File: src/rtl/rotmask_pkg.sv
// Shared constants and operation codes of the rotate-and-mask unit.
// Assumes a power-of-two data width of at least 8 bits.
package rotmask_pkg;
    parameter int XLEN = 64;
    localparam int HLEN = XLEN / 2;
    localparam int SHW  = $clog2(XLEN);
    localparam int HSHW = $clog2(HLEN);

    typedef enum logic [2:0] {
        OP_W_CLR   = 3'd0,
        OP_W_INS   = 3'd1,
        OP_D_LCLR  = 3'd2,
        OP_D_RCLR  = 3'd3,
        OP_D_CLR   = 3'd4,
        OP_D_INS   = 3'd5,
        OP_RSVD6   = 3'd6,
        OP_RSVD7   = 3'd7
    } rm_op_e;
endpackage

File: src/rtl/rotmask_rotl.sv
// Left rotator of parameterized width.
// Assumes amt_i < W; output is combinational.
module rotmask_rotl #(
    parameter int W  = 64,
    localparam int AW = $clog2(W)
) (
    input  logic [W-1:0]  data_i,
    input  logic [AW-1:0] amt_i,
    output logic [W-1:0]  data_o
);
    logic [2*W-1:0] dbl;

    // Rotate by shifting a doubled copy and keeping the upper half.
    always_comb begin
        dbl    = {data_i, data_i} << amt_i;
        data_o = dbl[2*W-1:W];

        zero_rot_chk: assert ((amt_i != '0) || (data_o == data_i));
    end
endmodule

File: src/rtl/rotmask_maskgen.sv
// Mask generator with big-endian indices: index 0 is the MSB.
// Ones from begin to end; wraps when begin exceeds end.
module rotmask_maskgen #(
    parameter int W  = 64,
    localparam int AW = $clog2(W)
) (
    input  logic [AW-1:0] beg_i,
    input  logic [AW-1:0] end_i,
    output logic [W-1:0]  mask_o
);
    // Build each mask bit from its big-endian index and check the popcount.
    always_comb begin
        for (int i = 0; i < W; i++) begin
            if (beg_i <= end_i)
                mask_o[W-1-i] = (i >= int'(beg_i)) && (i <= int'(end_i));
            else
                mask_o[W-1-i] = (i >= int'(beg_i)) || (i <= int'(end_i));
        end

        mask_span_chk: assert ((beg_i > end_i) ||
            ($countones(mask_o) == int'(end_i) - int'(beg_i) + 1));

        mask_wrap_chk: assert ((beg_i <= end_i) ||
            ($countones(mask_o) == W - (int'(beg_i) - int'(end_i) - 1)));
    end
endmodule

File: src/rtl/rotmask_unit.sv
// Rotate-and-mask unit: word and doubleword rotate, then clear or insert
// under a generated mask. Purely combinational; no clock or reset.
// Assumes op_i is stable for the cycle; reserved codes yield zero.
module rotmask_unit
    import rotmask_pkg::*;
(
    input  logic [XLEN-1:0] src_i,
    input  logic [XLEN-1:0] ins_i,
    input  logic [SHW-1:0]  sh_imm_i,
    input  logic [SHW-1:0]  sh_reg_i,
    input  logic            sh_use_reg_i,
    input  logic [SHW-1:0]  mb_i,
    input  logic [SHW-1:0]  me_i,
    input  logic [2:0]      op_i,
    output logic [XLEN-1:0] res_o
);
    logic [SHW-1:0]  dsh;
    logic [HSHW-1:0] wsh;
    logic [HLEN-1:0] wrot_half;
    logic [XLEN-1:0] wrot;
    logic [XLEN-1:0] drot;
    logic [SHW-1:0]  mbeg;
    logic [SHW-1:0]  mend;
    logic [XLEN-1:0] mask;
    rm_op_e          op;

    // Pick the rotate count source and its word-form truncation.
    always_comb begin
        dsh = sh_use_reg_i ? sh_reg_i : sh_imm_i;
        wsh = dsh[HSHW-1:0];
        op  = rm_op_e'(op_i);
    end

    rotmask_rotl #(.W(HLEN)) i_rot_word (
        .data_i (src_i[HLEN-1:0]),
        .amt_i  (wsh),
        .data_o (wrot_half)
    );

    rotmask_rotl #(.W(XLEN)) i_rot_dword (
        .data_i (src_i),
        .amt_i  (dsh),
        .data_o (drot)
    );

    // Replicate the rotated word into both halves.
    always_comb wrot = {wrot_half, wrot_half};

    // Derive the mask begin and end indices for each variant.
    always_comb begin
        unique case (op)
            OP_W_CLR, OP_W_INS: begin
                mbeg = {1'b1, mb_i[HSHW-1:0]};
                mend = {1'b1, me_i[HSHW-1:0]};
            end
            OP_D_LCLR: begin
                mbeg = mb_i;
                mend = '1;
            end
            OP_D_RCLR: begin
                mbeg = '0;
                mend = me_i;
            end
            default: begin
                mbeg = mb_i;
                mend = ~dsh;
            end
        endcase
    end

    rotmask_maskgen #(.W(XLEN)) i_maskgen (
        .beg_i  (mbeg),
        .end_i  (mend),
        .mask_o (mask)
    );

    // Apply the mask, either clearing or merging into the insert target.
    always_comb begin
        unique case (op)
            OP_W_CLR:                       res_o = wrot & mask;
            OP_W_INS:                       res_o = (wrot & mask) | (ins_i & ~mask);
            OP_D_LCLR, OP_D_RCLR, OP_D_CLR: res_o = drot & mask;
            OP_D_INS:                       res_o = (drot & mask) | (ins_i & ~mask);
            default:                        res_o = '0;
        endcase

        insert_keep_chk: assert (!((op == OP_W_INS) || (op == OP_D_INS)) ||
            (((res_o ^ ins_i) & ~mask) == '0));

        word_upper_zero_chk: assert (!((op == OP_W_CLR) &&
            (mb_i[HSHW-1:0] <= me_i[HSHW-1:0])) || (res_o[XLEN-1:HLEN] == '0));
    end
endmodule

File: config.mk
export PLATFORM = sky130hd
export DESIGN_NAME = rotmask_unit
export DESIGN_NICKNAME = d
export VERILOG_FILES = /design/src/rtl/rotmask_pkg.sv /design/src/rtl/rotmask_rotl.sv /design/src/rtl/rotmask_maskgen.sv /design/src/rtl/rotmask_unit.sv
export SDC_FILE = /design/constraint.sdc
export NUM_CORES = 1
export LEC_CHECK = 0
export BUFFER_PORTS_ARGS = -buffer_cell sky130_fd_sc_hd__buf_2
export CAP_MARGIN = 20
export CORE_MARGIN = 3
export CORE_UTILIZATION = 30
export DETAILED_ROUTE_END_ITERATION = 10
export GPL_TIMING_DRIVEN = 0
export PLACE_DENSITY_LB_ADDON = 0.08
export SYNTH_ARGS = -nofsm -noshare
export SYNTH_HDL_FRONTEND = slang
export SYNTH_HIERARCHICAL = 1
export SYNTH_SLANG_ARGS = --single-unit
File: constraint.sdc
create_clock -name vclk -period 10.7
set_input_delay 1.605 -clock vclk [all_inputs]
set_output_delay 1.605 -clock vclk [all_outputs]
set_load 0.03 [all_outputs]
# Word-level counts from Yosys, hierarchy flattened
# Index checks and enable logic that the tools add are counted.
[totals] reg_bits=0 latch_bits=0 ramBits=0 rom_bits=0 n_memories=0
[op_classes] addsub=0 multipliers=0 div=0 order_cmp=127 eq_ne=5 n_shift=2 mux=68 bitwise=7 reduce_logical=127
[ops] operator="64-bit case mux with 4 select lines" count=1
[ops] operator="64-bit AND" count=3
[ops] operator="6-bit <= comparator, first input constant" count=32
[ops] operator="6-bit greater-or-equal comparator, first input constant" count=31
[ops] operator="64-bit OR" count=2
[ops] operator="128-bit by 6-bit << shifter with 128-bit output" count=1
[ops] operator="5-bit by 6-bit greater-or-equal comparator with 1-bit output, first input constant" count=16
[ops] operator="5-bit by 6-bit <= comparator with 1-bit output, first input constant" count=16
[ops] operator="1-bit two-way mux" count=64
[ops] operator="64-bit inverter" count=1
[ops] operator="64-bit by 5-bit << shifter with 64-bit output" count=1
[ops] operator="1-bit logical AND" count=62
[ops] operator="1-bit logical OR" count=62
[ops] operator="4-bit by 6-bit greater-or-equal comparator with 1-bit output, first input constant" count=8
[ops] operator="4-bit by 6-bit <= comparator with 1-bit output, first input constant" count=8
[ops] operator="3-bit by 6-bit greater-or-equal comparator with 1-bit output, first input constant" count=4
[ops] operator="3-bit by 6-bit <= comparator with 1-bit output, first input constant" count=4
[ops] operator="6-bit case mux with 3 select lines" count=1
[ops] operator="1-bit by 6-bit greater-or-equal comparator with 1-bit output, first input constant" count=2
[ops] operator="2-bit by 6-bit greater-or-equal comparator with 1-bit output, first input constant" count=2
[ops] operator="2-bit by 6-bit <= comparator with 1-bit output, first input constant" count=2
[ops] operator="6-bit case mux with 2 select lines" count=1
[ops] operator="3-bit by 2-bit == test with 1-bit output, second input constant" count=2
[ops] operator="3-bit == test, second input constant" count=2
[ops] operator="8 further kinds" count=8

# Depth between registers and ports, before layout
[logic_depth] word_depth=10 depth_mapped=18

# Cells and area by module
# The synthesis kept the hierarchy.
[by_module_without_submodules] module="rotmask_rotl (i_rot_dword)" n_inst=1 cells_each=234 area_per_inst_um2=4608.2
[by_module_without_submodules] module="rotmask_unit" n_inst=1 cells_each=313 area_per_inst_um2=2628.8
[by_module_without_submodules] module="rotmask_rotl (i_rot_word)" n_inst=1 cells_each=116 area_per_inst_um2=1949.4
[by_module_without_submodules] module="rotmask_maskgen" n_inst=1 cells_each=300 area_per_inst_um2=1795.5

# Worst setup path before layout
# No wires, ideal clock.
[synth_timing] kind="input to output" from="input port op_i[1]" to="output port res_o[48]" t_arrival_ns=4.734 t_required_ns=9.095 path_slack_ns=4.361 cell_stages=17 path_buffers=6 cell_sequence="buf_4 > buf_6 > buf_6 > a21o_1 > a2bb2oi_1 > buf_2 > clkbuf_1 > inv_1 > ha_1 > and4_1 > and3_1 > a31oi_2 > buf_2 > nor2_1 > a31oi_1 > nor3b_1 > a311o_1"
[synth_between] elab_chain_len=10
[synth_rtl] item="start: declaration" line_no="rotmask_unit.sv:14" rtl="input logic [2:0] op_i,"
[synth_rtl] item="3-bit by 1-bit == test with 1-bit output or 3-bit logical NOT (tied branches)" line_no="rotmask_unit.sv:51" rtl="unique case (op)"
[synth_rtl] item="2-bit OR reduction" line_no="rotmask_unit.sv:51"
[synth_rtl] item="6-bit case mux with 3 select lines *" line_no="rotmask_unit.sv:51"
[synth_rtl] item="via mend[2]" line_no="rotmask_unit.sv:23" rtl="logic [SHW-1:0] mend;"
[synth_rtl] item="4-bit by 6-bit <= comparator with 1-bit output" line_no="rotmask_maskgen.sv:15, rotmask_maskgen.sv:17"
[synth_rtl] item="1-bit logical OR or 1-bit logical AND (tied branches)" line_no="rotmask_maskgen.sv:17, rotmask_maskgen.sv:15"
[synth_rtl] item="1-bit two-way mux *" line_no="rotmask_maskgen.sv:14" rtl="if (beg_i <= end_i)"
[synth_rtl] item="via mask[48]" line_no="rotmask_unit.sv:24" rtl="logic [XLEN-1:0] mask;"
[synth_rtl] item="64-bit inverter" line_no="rotmask_unit.sv:81, rotmask_unit.sv:83"
[synth_rtl] item="64-bit AND" line_no="rotmask_unit.sv:81, rotmask_unit.sv:83"
[synth_rtl] item="64-bit OR, on equally long branches" line_no="rotmask_unit.sv:83, rotmask_unit.sv:81"
[synth_rtl] item="64-bit case mux with 4 select lines *" line_no="rotmask_unit.sv:79" rtl="unique case (op)"
[synth_rtl] item="end: declaration" line_no="rotmask_unit.sv:15" rtl="output logic [XLEN-1:0] res_o"
# The timed path passes the listed nets; every way through them passes the cells marked *.

# Final worst setup path
[layout_timing] from="input port op_i[1]" to="output port res_o[35]"
[layout_between] elab_chain_len=10
[layout_rtl] item="3-bit by 1-bit == test with 1-bit output or 3-bit logical NOT (tied branches)" line_no="rotmask_unit.sv:51"
[layout_rtl] item="2-bit OR reduction" line_no="rotmask_unit.sv:51"
[layout_rtl] item="6-bit case mux with 3 select lines *" line_no="rotmask_unit.sv:51"
[layout_rtl] item="via mend[3]" line_no="rotmask_unit.sv:23"
[layout_rtl] item="5-bit by 6-bit <= comparator with 1-bit output" line_no="rotmask_maskgen.sv:15, rotmask_maskgen.sv:17"
[layout_rtl] item="1-bit logical OR or 1-bit logical AND (tied branches)" line_no="rotmask_maskgen.sv:17, rotmask_maskgen.sv:15"
[layout_rtl] item="1-bit two-way mux *" line_no="rotmask_maskgen.sv:14"
[layout_rtl] item="via mask[35]" line_no="rotmask_unit.sv:24"
[layout_rtl] item="64-bit inverter" line_no="rotmask_unit.sv:81, rotmask_unit.sv:83"
[layout_rtl] item="64-bit AND" line_no="rotmask_unit.sv:81, rotmask_unit.sv:83"
[layout_rtl] item="64-bit OR, on equally long branches" line_no="rotmask_unit.sv:83, rotmask_unit.sv:81"
[layout_rtl] item="64-bit case mux with 4 select lines *" line_no="rotmask_unit.sv:79"
# Marked as above.

==> flow_results.xml <==
<?xml version="1.0" encoding="UTF-8"?>
<metrics>
  <group name="timing">
    <metric name="finalHoldViolCount" unit="">0</metric>
    <metric name="grt_setup_unrepaired" unit="">no</metric>
    <metric name="timing.max_slew.rel_slack" unit="%">16.03</metric>
    <metric name="final_critical_period" unit="ns">7.742</metric>
    <metric name="timing_worst_slew_pin_value" unit="ns">1.250</metric>
    <metric name="final-max-slew-violation-count" unit="">0</metric>
    <metric name="maxClockFrequency" unit="GHz">0.1292</metric>
    <metric name="finalCritPeriodShare" unit="%">72.35</metric>
    <metric name="final.setup.tns" unit="ns">0</metric>
    <metric name="report.final.setup_viol" unit="">0</metric>
  </group>
  <group name="yosys">
    <metric name="ys_seq_area_share" unit="%">0</metric>
    <metric name="avgSynthCellArea" unit="sq um">11.40</metric>
    <metric name="syn-num-nets" unit="">1125</metric>
    <metric name="yosysUniqueCellTypes" unit="">49</metric>
    <metric name="syn-instance-count" unit="">963</metric>
    <metric name="post_synth_instance_area" unit="sq um">10980</metric>
    <metric name="yosys_warnings" unit="">6</metric>
  </group>
  <group name="routing">
    <metric name="drc" unit="">0</metric>
    <metric name="dr.pass1.iters" unit="">5</metric>
    <metric name="via_count" unit="">11470</metric>
    <metric name="vias_per_cell" unit="">6.984</metric>
    <metric name="route.antenna.remaining_nets" unit="">0</metric>
    <metric name="drt-initial-drc-count" unit="">1343</metric>
    <metric name="drt-wirelength-per-cell" unit="microns">36.72</metric>
    <metric name="routed_wl" unit="microns">60290</metric>
  </group>
  <group name="critical_path">
    <metric name="crit_slowest_cell" unit="">sky130_fd_sc_hd__clkbuf_1</metric>
    <metric name="worstPathArrival" unit="ns">6.14</metric>
    <metric name="crit_path_end_kind" unit="">primary output</metric>
    <metric name="timing.critical_path.slowest_cell_delay" unit="ns">0.41</metric>
    <metric name="timing.critical_path.cells" unit="">buf_4 &gt; buf_6 &gt; buf_6 &gt; a21o_1 &gt; a2bb2oi_1 &gt; clkbuf_1 &gt; buf_2 &gt; inv_1 &gt; ha_1 &gt; and4_1 &gt; and3_1 &gt; a31oi_2 &gt; buf_2 &gt; nand2_1 &gt; a21oi_1 &gt; nor3b_1 &gt; a311o_1 &gt; buf_2</metric>
    <metric name="cp.required" unit="ns">9.10</metric>
    <metric name="cp_dominant_cell_by_count" unit="">sky130_fd_sc_hd__buf_2</metric>
    <metric name="timing.critical_path.fanout_max" unit="">10</metric>
    <metric name="critical_path.startpoint_type" unit="">primary input</metric>
    <metric name="critical_path_class" unit="">in2out</metric>
  </group>
  <group name="finish">
    <metric name="layout_clock_buffers" unit="">0</metric>
    <metric name="fin_nets" unit="">1345</metric>
    <metric name="synthToLayoutAreaGrowth" unit="%">15.19</metric>
    <metric name="layout.sequential_cells" unit="">0</metric>
    <metric name="regArea" unit="sq um">0</metric>
    <metric name="layout_common_cells" unit="">sky130_fd_sc_hd__buf_2 (252), sky130_fd_sc_hd__mux4_2 (252), sky130_fd_sc_hd__nor3b_1 (127), sky130_fd_sc_hd__mux2i_1 (63), sky130_fd_sc_hd__a311o_1 (63)</metric>
    <metric name="fillCellCount" unit="">3651</metric>
    <metric name="post_route_cells_drive_above_1_share" unit="%">49.53</metric>
    <metric name="stdcell_count" unit="">1642</metric>
    <metric name="antenna-diode-count" unit="">0</metric>
  </group>
  <group name="placed_design">
    <metric name="placer_congestion_estimate" unit="">1.012</metric>
    <metric name="post-dp-hpwl" unit="microns">50740</metric>
    <metric name="post-place-cells" unit="">1642</metric>
    <metric name="port-buffer-count" unit="">218</metric>
  </group>
  <group name="cts">
    <metric name="post_cts.resized_instances" unit="">0</metric>
    <metric name="post_cts_hold_buffer_count" unit="">0</metric>
    <metric name="post_cts.repair.setup_buffers" unit="">0</metric>
  </group>
  <group name="floorplanning">
    <metric name="die_w" unit="microns">197.3</metric>
    <metric name="dieArea" unit="sq um">38940</metric>
    <metric name="floorplan.die.height" unit="microns">197.3</metric>
    <metric name="core_area" unit="sq um">35830</metric>
    <metric name="row_count" unit="">69</metric>
    <metric name="initial_utilization" unit="%">30.65</metric>
    <metric name="io-pin-count" unit="">220</metric>
  </group>
  <group name="run">
    <metric name="maxCapViolCount" unit="">0</metric>
  </group>
  <group name="power">
    <metric name="powerDensity" unit="nW/um^2">109.4</metric>
    <metric name="largest_vdd_supply_drop" unit="V">0.00003991</metric>
    <metric name="leakagePower" unit="nW">4.453</metric>
  </group>
  <group name="global_routing">
    <metric name="via_count_of_the_first_global_routing_pass" unit="">11090</metric>
    <metric name="grt_first_pass_wirelength" unit="microns">84900</metric>
    <metric name="grt.total_usage" unit="%">29.81</metric>
    <metric name="grt_antenna_before_repair" unit="">0</metric>
    <metric name="grt_max_degree" unit="">11</metric>
    <metric name="grt_remaining_overflow" unit="">0</metric>
  </group>
  <group name="hold_path">
    <metric name="min-delay-path-class" unit="">in2out</metric>
  </group>
  <group name="outcome">
    <metric name="result_of_the_run" unit="">completed</metric>
  </group>
</metrics>
kinds of logic after synthesis:
group	Yosys count	share of synthesized area, %
multiplexers	357	62.28
AO/OA/AOI/OAI	162	10.95
XOR/XNOR	1	0.07977
buffers and inverters	137	7.371
adder cells (fa/ha/maj)	60	5.606
AND/OR/NAND/NOR	246	13.72
critical path, delay by kind of cell:
| kind | cells | cell delay (ns) |
|---|---|---|
| AND/OR/NAND/NOR | 4 | 0.56 |
| buffers and inverters | 8 | 2.12 |
| AO/OA/AOI/OAI | 5 | 1.49 |
| adder cells (fa/ha/maj) | 1 | 0.33 |
cells in the mapped netlist, types with 12 or more instances:
cell type	number	area, sq um
sky130_fd_sc_hd__a311o_1	63	630.6
sky130_fd_sc_hd__buf_1	16	60.06
sky130_fd_sc_hd__maj3_1	54	540.5
sky130_fd_sc_hd__a21oi_1	33	165.2
sky130_fd_sc_hd__clkbuf_1	42	157.7
sky130_fd_sc_hd__nand2_1	33	123.9
sky130_fd_sc_hd__o21ai_0	35	175.2
sky130_fd_sc_hd__nor3b_1	127	953.4
sky130_fd_sc_hd__buf_2	34	170.2
sky130_fd_sc_hd__mux2_2	38	427.9
sky130_fd_sc_hd__mux4_2	252	5675
sky130_fd_sc_hd__and2_1	12	75.07
sky130_fd_sc_hd__nor2_1	43	161.4
sky130_fd_sc_hd__buf_4	17	127.6
sky130_fd_sc_hd__mux2i_1	63	630.6
power breakdown:
part           internal [mW]  switching [mW]  total (mW)
sequential                 0               0           0
clock                      0               0           0
combinational          0.557           0.828        1.38
total                  0.557           0.828        1.38
per-stage QoR:
| step | hold WS [ns] | worst slack (ns) | area (sq um) | power (mW) | utilization (%) |
|---|---|---|---|---|---|
| after global routing | 3.771 | 2.804 | 12650 | 1.425 | 35.31 |
| after floorplan | 3.571 | 4.361 | 10980 | 0.8809 | - |
| after global placement | 3.732 | 3.017 | 12650 | 1.356 | 35.31 |
| final | 3.737 | 2.958 | 12650 | 1.384 | 35.31 |
| after detailed placement | 3.736 | 3.050 | 12650 | 1.351 | 35.31 |
| after CTS | 3.740 | 3.043 | 12650 | 1.356 | 35.31 |
path summary, 6_finish.rpt:
kind	start	to	slack, ns	depth (start not counted)
max	op_i[1]	res_o[35]	2.96	18
min	ins_i[62]	res_o[62]	3.74	4
final cells by class:
| type | count | area, sq um | area share (%) |
|---|---|---|---|
| inverter | 11 | 41.29 | 0.3264 |
| timing repair buffer | 218 | 1091 | 8.625 |
| multi-input combinational | 826 | 10170 | 80.42 |
| buffer | 126 | 768.2 | 6.073 |
| tap | 461 | 576.8 | 4.560 |
per-layer routing:
layer | up-vias | GRT usage, % | wire length [microns]
met5 | - | 0 | 0
met2 | 805 | 51.18 | 29190
met3 | 131 | 2.712 | 4515
li1 | 4603 | - | -
met4 | 0 | 10.35 | 2921
met1 | 5929 | 39.61 | 23660
No activity file was read; power rests on OpenSTA's default activity.
